File: src/rtl/dma_reqctl_pkg.sv
package dma_reqctl_pkg;
  typedef enum logic [1:0] {
    PS_IDLE   = 2'd0,
    PS_BURST  = 2'd1,
    PS_QUEUED = 2'd2
  } path_state_e;
endpackage

File: src/rtl/dma_route_map.sv
module dma_route_map #(
  parameter int NPATH = 3,
  parameter int CHW   = 2,
  parameter logic [NPATH*CHW-1:0] DEF_ROUTE = '0
) (
  input  logic                 clk,
  input  logic                 rst_n,
  input  logic                 we,
  input  logic [NPATH*CHW-1:0] wdata,
  output logic [NPATH*CHW-1:0] route,
  output logic [NPATH-1:0]     path_en,
  output logic                 cfg_err
);
  // true when a lower-lettered path already claims the channel of path p
  function automatic logic claimed_below(input logic [NPATH*CHW-1:0] r, input int p);
    logic hit;
    hit = 1'b0;
    for (int q = 0; q < NPATH; q++)
      if (q < p && r[q*CHW +: CHW] == r[p*CHW +: CHW]) hit = 1'b1;
    return hit;
  endfunction

  always_ff @(posedge clk or negedge rst_n)
    if (!rst_n)  route <= DEF_ROUTE;
    else if (we) route <= wdata;

  always_comb begin
    for (int p = 0; p < NPATH; p++) path_en[p] = ~claimed_below(route, p);
  end

  assign cfg_err = ~&path_en;
endmodule

File: src/rtl/dma_strobe_edge.sv
module dma_strobe_edge #(
  parameter int NISA = 4,
  parameter int DW   = 8
) (
  input  logic            clk,
  input  logic            rst_n,
  input  logic            ior,
  input  logic            iow,
  input  logic [NISA-1:0] dack,
  input  logic [DW-1:0]   din,
  output logic            rd_end,
  output logic            wr_end,
  output logic [NISA-1:0] dack_q,
  output logic [DW-1:0]   din_q
);
  logic ior_q, iow_q;

  always_ff @(posedge clk or negedge rst_n)
    if (!rst_n) begin
      ior_q  <= 1'b0;
      iow_q  <= 1'b0;
      dack_q <= '0;
      din_q  <= '0;
    end else begin
      ior_q  <= ior;
      iow_q  <= iow;
      dack_q <= dack;
      if (iow) din_q <= din;
    end

  assign rd_end = ior_q & ~ior;
  assign wr_end = iow_q & ~iow;
endmodule

File: src/rtl/dma_path_ctl.sv
module dma_path_ctl
  import dma_reqctl_pkg::*;
#(
  parameter int LENW = 8
) (
  input  logic            clk,
  input  logic            rst_n,
  input  logic            req,
  input  logic [LENW-1:0] req_len,
  input  logic            en,
  input  logic            byte_end,
  output logic            busy,
  output logic            last,
  output logic            byte_evt
);
  path_state_e     st_q;
  logic [LENW-1:0] cnt_q;
  logic [LENW-1:0] qlen_q;
  logic            req_ok;

  // remaining bytes minus one, stepped down per counted byte
  function automatic logic [LENW-1:0] step_down(input logic [LENW-1:0] c);
    return c - LENW'(1);
  endfunction

  assign req_ok   = req & en;
  assign busy     = (st_q != PS_IDLE);
  assign byte_evt = byte_end & busy;
  assign last     = byte_evt & (cnt_q == '0);

  always_ff @(posedge clk or negedge rst_n)
    if (!rst_n) begin
      st_q   <= PS_IDLE;
      cnt_q  <= '0;
      qlen_q <= '0;
    end else begin
      unique case (st_q)
        PS_IDLE: if (req_ok) begin
          st_q  <= PS_BURST;
          cnt_q <= req_len;
        end
        PS_BURST: begin
          if (last) begin
            if (req_ok) cnt_q <= req_len;
            else        st_q  <= PS_IDLE;
          end else begin
            if (byte_evt) cnt_q <= step_down(cnt_q);
            if (req_ok) begin
              qlen_q <= req_len;
              st_q   <= PS_QUEUED;
            end
          end
        end
        PS_QUEUED: begin
          if (last) begin
            st_q  <= PS_BURST;
            cnt_q <= qlen_q;
          end else if (byte_evt) cnt_q <= step_down(cnt_q);
        end
        default: st_q <= PS_IDLE;
      endcase
    end
endmodule

File: src/rtl/isa_dma_reqctl.sv
module isa_dma_reqctl #(
  parameter int NPATH = 3,
  parameter int NISA  = 4,
  parameter int LENW  = 8,
  parameter int DW    = 8,
  parameter logic [NPATH*$clog2(NISA)-1:0] DEF_ROUTE = 6'b11_01_00
) (
  input  logic                  clk,
  input  logic                  rst_n,
  input  logic                  route_we,
  input  logic [NPATH*$clog2(NISA)-1:0] route_wdata,
  input  logic [NPATH-1:0]      req,
  input  logic [NPATH*LENW-1:0] req_len,
  input  logic [NISA-1:0]       dack,
  input  logic                  ior,
  input  logic                  iow,
  input  logic [DW-1:0]         bus_din,
  output logic [DW-1:0]         bus_dout,
  output logic                  bus_oe,
  output logic [NPATH-1:0]      push,
  output logic [DW-1:0]         push_data,
  output logic [NPATH-1:0]      pop,
  input  logic [NPATH*DW-1:0]   pop_data,
  output logic [NISA-1:0]       drq,
  output logic [NPATH-1:0]      done,
  output logic                  cfg_err
);
  localparam int CHW = $clog2(NISA);

  logic [NPATH*CHW-1:0]  route;
  logic [NPATH-1:0]      path_en;
  logic                  rd_end, wr_end;
  logic [NISA-1:0]       dack_q;
  logic [DW-1:0]         din_q;
  logic [NPATH-1:0]      hit_q, hit_now, byte_end, busy_v, last_v, evt_v;
  logic [NISA*NPATH-1:0] drq_src;

  dma_route_map #(.NPATH(NPATH), .CHW(CHW), .DEF_ROUTE(DEF_ROUTE)) u_route (
    .clk(clk), .rst_n(rst_n), .we(route_we), .wdata(route_wdata),
    .route(route), .path_en(path_en), .cfg_err(cfg_err)
  );

  dma_strobe_edge #(.NISA(NISA), .DW(DW)) u_edge (
    .clk(clk), .rst_n(rst_n), .ior(ior), .iow(iow), .dack(dack), .din(bus_din),
    .rd_end(rd_end), .wr_end(wr_end), .dack_q(dack_q), .din_q(din_q)
  );

  for (genvar p = 0; p < NPATH; p++) begin : g_path
    logic [CHW-1:0] rp;
    assign rp          = route[p*CHW +: CHW];
    assign hit_q[p]    = dack_q[rp] & path_en[p];
    assign hit_now[p]  = dack[rp] & path_en[p];
    assign byte_end[p] = (rd_end | wr_end) & hit_q[p];

    dma_path_ctl #(.LENW(LENW)) u_ctl (
      .clk(clk), .rst_n(rst_n), .req(req[p]), .req_len(req_len[p*LENW +: LENW]),
      .en(path_en[p]), .byte_end(byte_end[p]),
      .busy(busy_v[p]), .last(last_v[p]), .byte_evt(evt_v[p])
    );

    assign push[p] = wr_end & evt_v[p];
    assign pop[p]  = rd_end & evt_v[p];
    assign done[p] = last_v[p];

    for (genvar c = 0; c < NISA; c++) begin : g_src
      assign drq_src[c*NPATH + p] = busy_v[p] & ~last_v[p] & path_en[p] & (rp == CHW'(c));
    end
  end

  for (genvar c = 0; c < NISA; c++) begin : g_drq
    assign drq[c] = |drq_src[c*NPATH +: NPATH];
  end

  assign push_data = din_q;

  always_comb begin
    logic sel;
    sel      = 1'b0;
    bus_dout = '0;
    for (int p = 0; p < NPATH; p++)
      if (!sel && hit_now[p] && busy_v[p]) begin
        bus_dout = pop_data[p*DW +: DW];
        sel      = 1'b1;
      end
    bus_oe = ior & sel;
  end
endmodule

File: config.mk
export PLATFORM = sky130hd
export DESIGN_NAME = isa_dma_reqctl
export DESIGN_NICKNAME = d
export VERILOG_FILES = /design/src/rtl/dma_reqctl_pkg.sv /design/src/rtl/dma_route_map.sv /design/src/rtl/dma_strobe_edge.sv /design/src/rtl/dma_path_ctl.sv /design/src/rtl/isa_dma_reqctl.sv
export SDC_FILE = /design/constraint.sdc
export NUM_CORES = 1
export LEC_CHECK = 0
export BUFFER_PORTS_ARGS = -buffer_cell sky130_fd_sc_hd__buf_4
export CELL_PAD_IN_SITES_DETAIL_PLACEMENT = 1
export CELL_PAD_IN_SITES_GLOBAL_PLACEMENT = 1
export CORE_MARGIN = 2
export CORE_UTILIZATION = 42
export DETAILED_ROUTE_END_ITERATION = 7
export PLACE_DENSITY = 0.86
export SETUP_SLACK_MARGIN = 0.5
export SLEW_MARGIN = 20
export SYNTH_ARGS = -nofsm -noshare
export SYNTH_HDL_FRONTEND = slang
export SYNTH_SLANG_ARGS = --single-unit
File: constraint.sdc
create_clock -name clk -period 3.25 [get_ports clk]
set_input_delay 0.325 -clock clk [delete_from_list [all_inputs] [get_ports clk]]
set_output_delay 0.325 -clock clk [all_outputs]
set_load 0.005 [all_outputs]
==> metrics.cfg <==
[timing]
hold_ws_ps=115.8
tightest_slew_ps=1015
hold_viol=0
finalSetupTns_ps=0
drv_slew=0
finalCriticalPeriod_ps=2890
layout_setup_ws_ps=360.4
slew_headroom_pct=32.32
fmaxAchievable_mhz=346.1
setup-violations-final=0
fin_worst_skew_ps=4.274
period_share_pct=88.91
rsz0062_at_grt=yes

[synth]
synth_compound_area_share_pct=22.89
async_reset_ff_share_pct=100.0
yosysTopAreaCellShare_pct=33.89
syn_inst=582
synthAdderAreaFrac_pct=4.296
yosys-top-cells-area=dfrtp_1 (34%), mux2_2 (8.8%), ha_1 (4.3%), o21ai_0 (3.6%), nand2_1 (3.4%)
synth_top_family_by_area=compound AO/OA/AOI/OAI gates
synth_most_common_cell=dfrtp_1
synth_edf_count=0
yosysTopAreaCell=dfrtp_1
synth-xor-area-share_pct=1.337
synth_common_cells=dfrtp_1 (71), nand2_1 (47), nor2_1 (43)
synth_seq_cells=74
avgSynthCellArea_um2=9.008
synthesis.nets=674
syn-cell-area_um2=5243
seq_area_frac_synth_pct=35.39
synth.area.mux_share_pct=12.86
yosys_warnings=0
yosysUniqueCellTypes=71
synthSimpleGateAreaFrac_pct=17.83
synth_flop_cell=dfrtp_1

[grt]
globalRouteTotalUtil_pct=28.53
antenna_found_initial=0
grt_pass1_wl_mm=29.73
grt.overflow.total=0
grt_max_degree=75
grt_pass1_vias=5772

[layout]
nNetsFinal=783
fill_cells=1400
utilization_pct=56.60
drive_above_1_share_pct=35.34
diodes=0
area.growth.synth_to_final_pct=30.76

[detailed_routing]
ant_nets=0
via_per_inst=6.391
wl_per_cell_um=23.13
drc=0
wl_mm=19.98
drtIter0Drc=582
vias=5522
first_pass_iters=5

[floorplanning]
start_util_pct=43.29
die_area_um2=13390
die_width_um=115.7
rows=40
die_y_um=115.7
core_area_um2=12110
io_pins=105

[power]
switchingPower_mw=2.832
seqPwrFrac_pct=24.5
internal-power_mw=3.676
leakage_nw=2.925
combPwrFrac_pct=55.4
swShare_pct=43.51
pwr-share-clk_pct=20.1
powerDensity_nw_per_um2=949.3
max-vdd-ir-drop_mv=0.4331

[clock_tree]
clkLatencyLatePin_ps=350
clk_path_buf_depth=2
clkTransAtPathRegs_ps=60
clock-sinks=74
cts-buffers-inserted=9
cts_tree=built
cts-root-buf=clkbuf_16
htreeDepth=3

[critical_path]
cp_max_fo=3
slowest_delay_ps=470
startpoint_type=flop
critPathRequiredTime_ps=2920
timing.critical_path.to_type=output port
cp.arrival_ps=2560
crit_buf_inv=2
path_class=reg2out
cp_top_family=simple AND/OR/NAND/NOR gates
worstPathCellList=inv_2, ha_1, or4b_4, or4_4, nor2_4, nor3_2, a221o_1, buf_4
slowest_stage=or4_4

[worst_hold_path]
hold_class=in2reg

[status]
status=finished clean

[run]
cap_violations=0

[placement]
port_buffers=104
post-dp-hpwl_mm=12.90
pre_cts_ws_ps=434.9
place_congestion=0.8879

==> path summary, 6_finish.rpt <==
path,from,end,slack (ps),cells past startpoint
max,g_path[0].u_ctl.cnt_q[1],drq[2],360,8
min,ior,u_edge.ior_q,120,1
max reg2reg,g_path[0].u_ctl.cnt_q[1],g_path[0].u_ctl.st_q[0],500,8
min reg2reg,g_path[1].u_ctl.qlen_q[5],g_path[1].u_ctl.qlen_q[5],500,1
max in group asynchronous,rst_n,u_route.route[3],2370,1
min in group asynchronous,rst_n,g_path[0].u_ctl.qlen_q[5],130,1
==> metrics by stage <==
step                      area (µm²)  std cells  power (mW)
final                           6855        864       6.508
after global routing            6855        864       6.877
after global placement          6131        826       4.483
after floorplan                 5243        582       3.659
after CTS                       6683        857       6.142
after detailed placement        6131        826       4.694
==> what timing repair did <==
action                                  4_1_cts  5_1_grt
pin swaps                                     6        3
hold buffers                                  0        0
resized for setup                            14       27
setup buffers                                15        7
endpoints found under the setup margin       16       50
==> flip-flops by register name (all words and copies together), names as in the netlist <==
name and cells:
u_route.route 6, u_edge.dack_q 4, u_edge.ior_q 1, g_path.u_ctl.qlen_q 24, u_edge.din_q 8, g_path.u_ctl.cnt_q 24, g_path.u_ctl.st_q 6, u_edge.iow_q 1
==> cells by family (layout without fill, tap and decap cells) <==
kind of cell / after synthesis / count (layout)
AND/OR/NAND/NOR: 185 / 185
AO/OA/AOI/OAI: 175 / 175
flip-flops: 74 / 74
buffers and inverters: 66 / 180
multiplexers: 56 / 56
adder cells (fa/ha/maj): 18 / 18
XOR/XNOR: 8 / 8
==> per-layer routing <==
metal	global-route usage, %	vias to the layer above	part of all wire, %
met2	48.42	282	51
met5	0	-	0
met1	34.73	2789	39
met4	10.79	0	2.9
met3	7.741	52	7.0
li1	-	2399	-
==> placed cells by master, fill, tap and decap left out, drive strengths merged, types with 16 or more instances in the layout <==
cell type  Yosys  final
buf           13    136
dfrtp         71     71
nand2         47     47
nor2          45     45
o21ai         44     44
mux2          41     41
a21oi         30     30
inv           28     28
ha            18     18
nor3          17     17
nand4         16     16
==> power groups by stage <==
stage | logic, mW | clock network [mW] | registers (mW)
2_1_floorplan | 2.23 | 0 | 1.43
3_3_place_gp | 2.94 | 0 | 1.55
3_5_place_dp | 3.12 | 0 | 1.58
4_1_cts | 3.27 | 1.31 | 1.56
5_1_grt | 3.87 | 1.37 | 1.63
6_report | 3.60 | 1.31 | 1.59
==> cell type report <==
type / count / area, µm² / area share (%)
Tap cell: 168 / 210.2 / 3.066
Inverter: 28 / 105.1 / 1.533
Timing Repair Buffer: 136 / 1033 / 15.08
Sequential cell: 74 / 1861 / 27.14
Clock buffer: 12 / 266.5 / 3.888
Multi-Input combinational cell: 442 / 3259 / 47.55
Clock inverter: 4 / 120.1 / 1.752
==> worst reg2reg max path, delay by kind of cell (launching register included) <==
| kind | cells | cell delay, ps |
|---|---|---|
| compound gates | 1 | 350 |
| fa+ha+maj | 1 | 140 |
| buf+inv | 2 | 300 |
| flops | 1 | 410 |
| mux | 1 | 280 |
| simple gates | 3 | 1180 |
No activity file was read; power rests on OpenSTA's default activity.
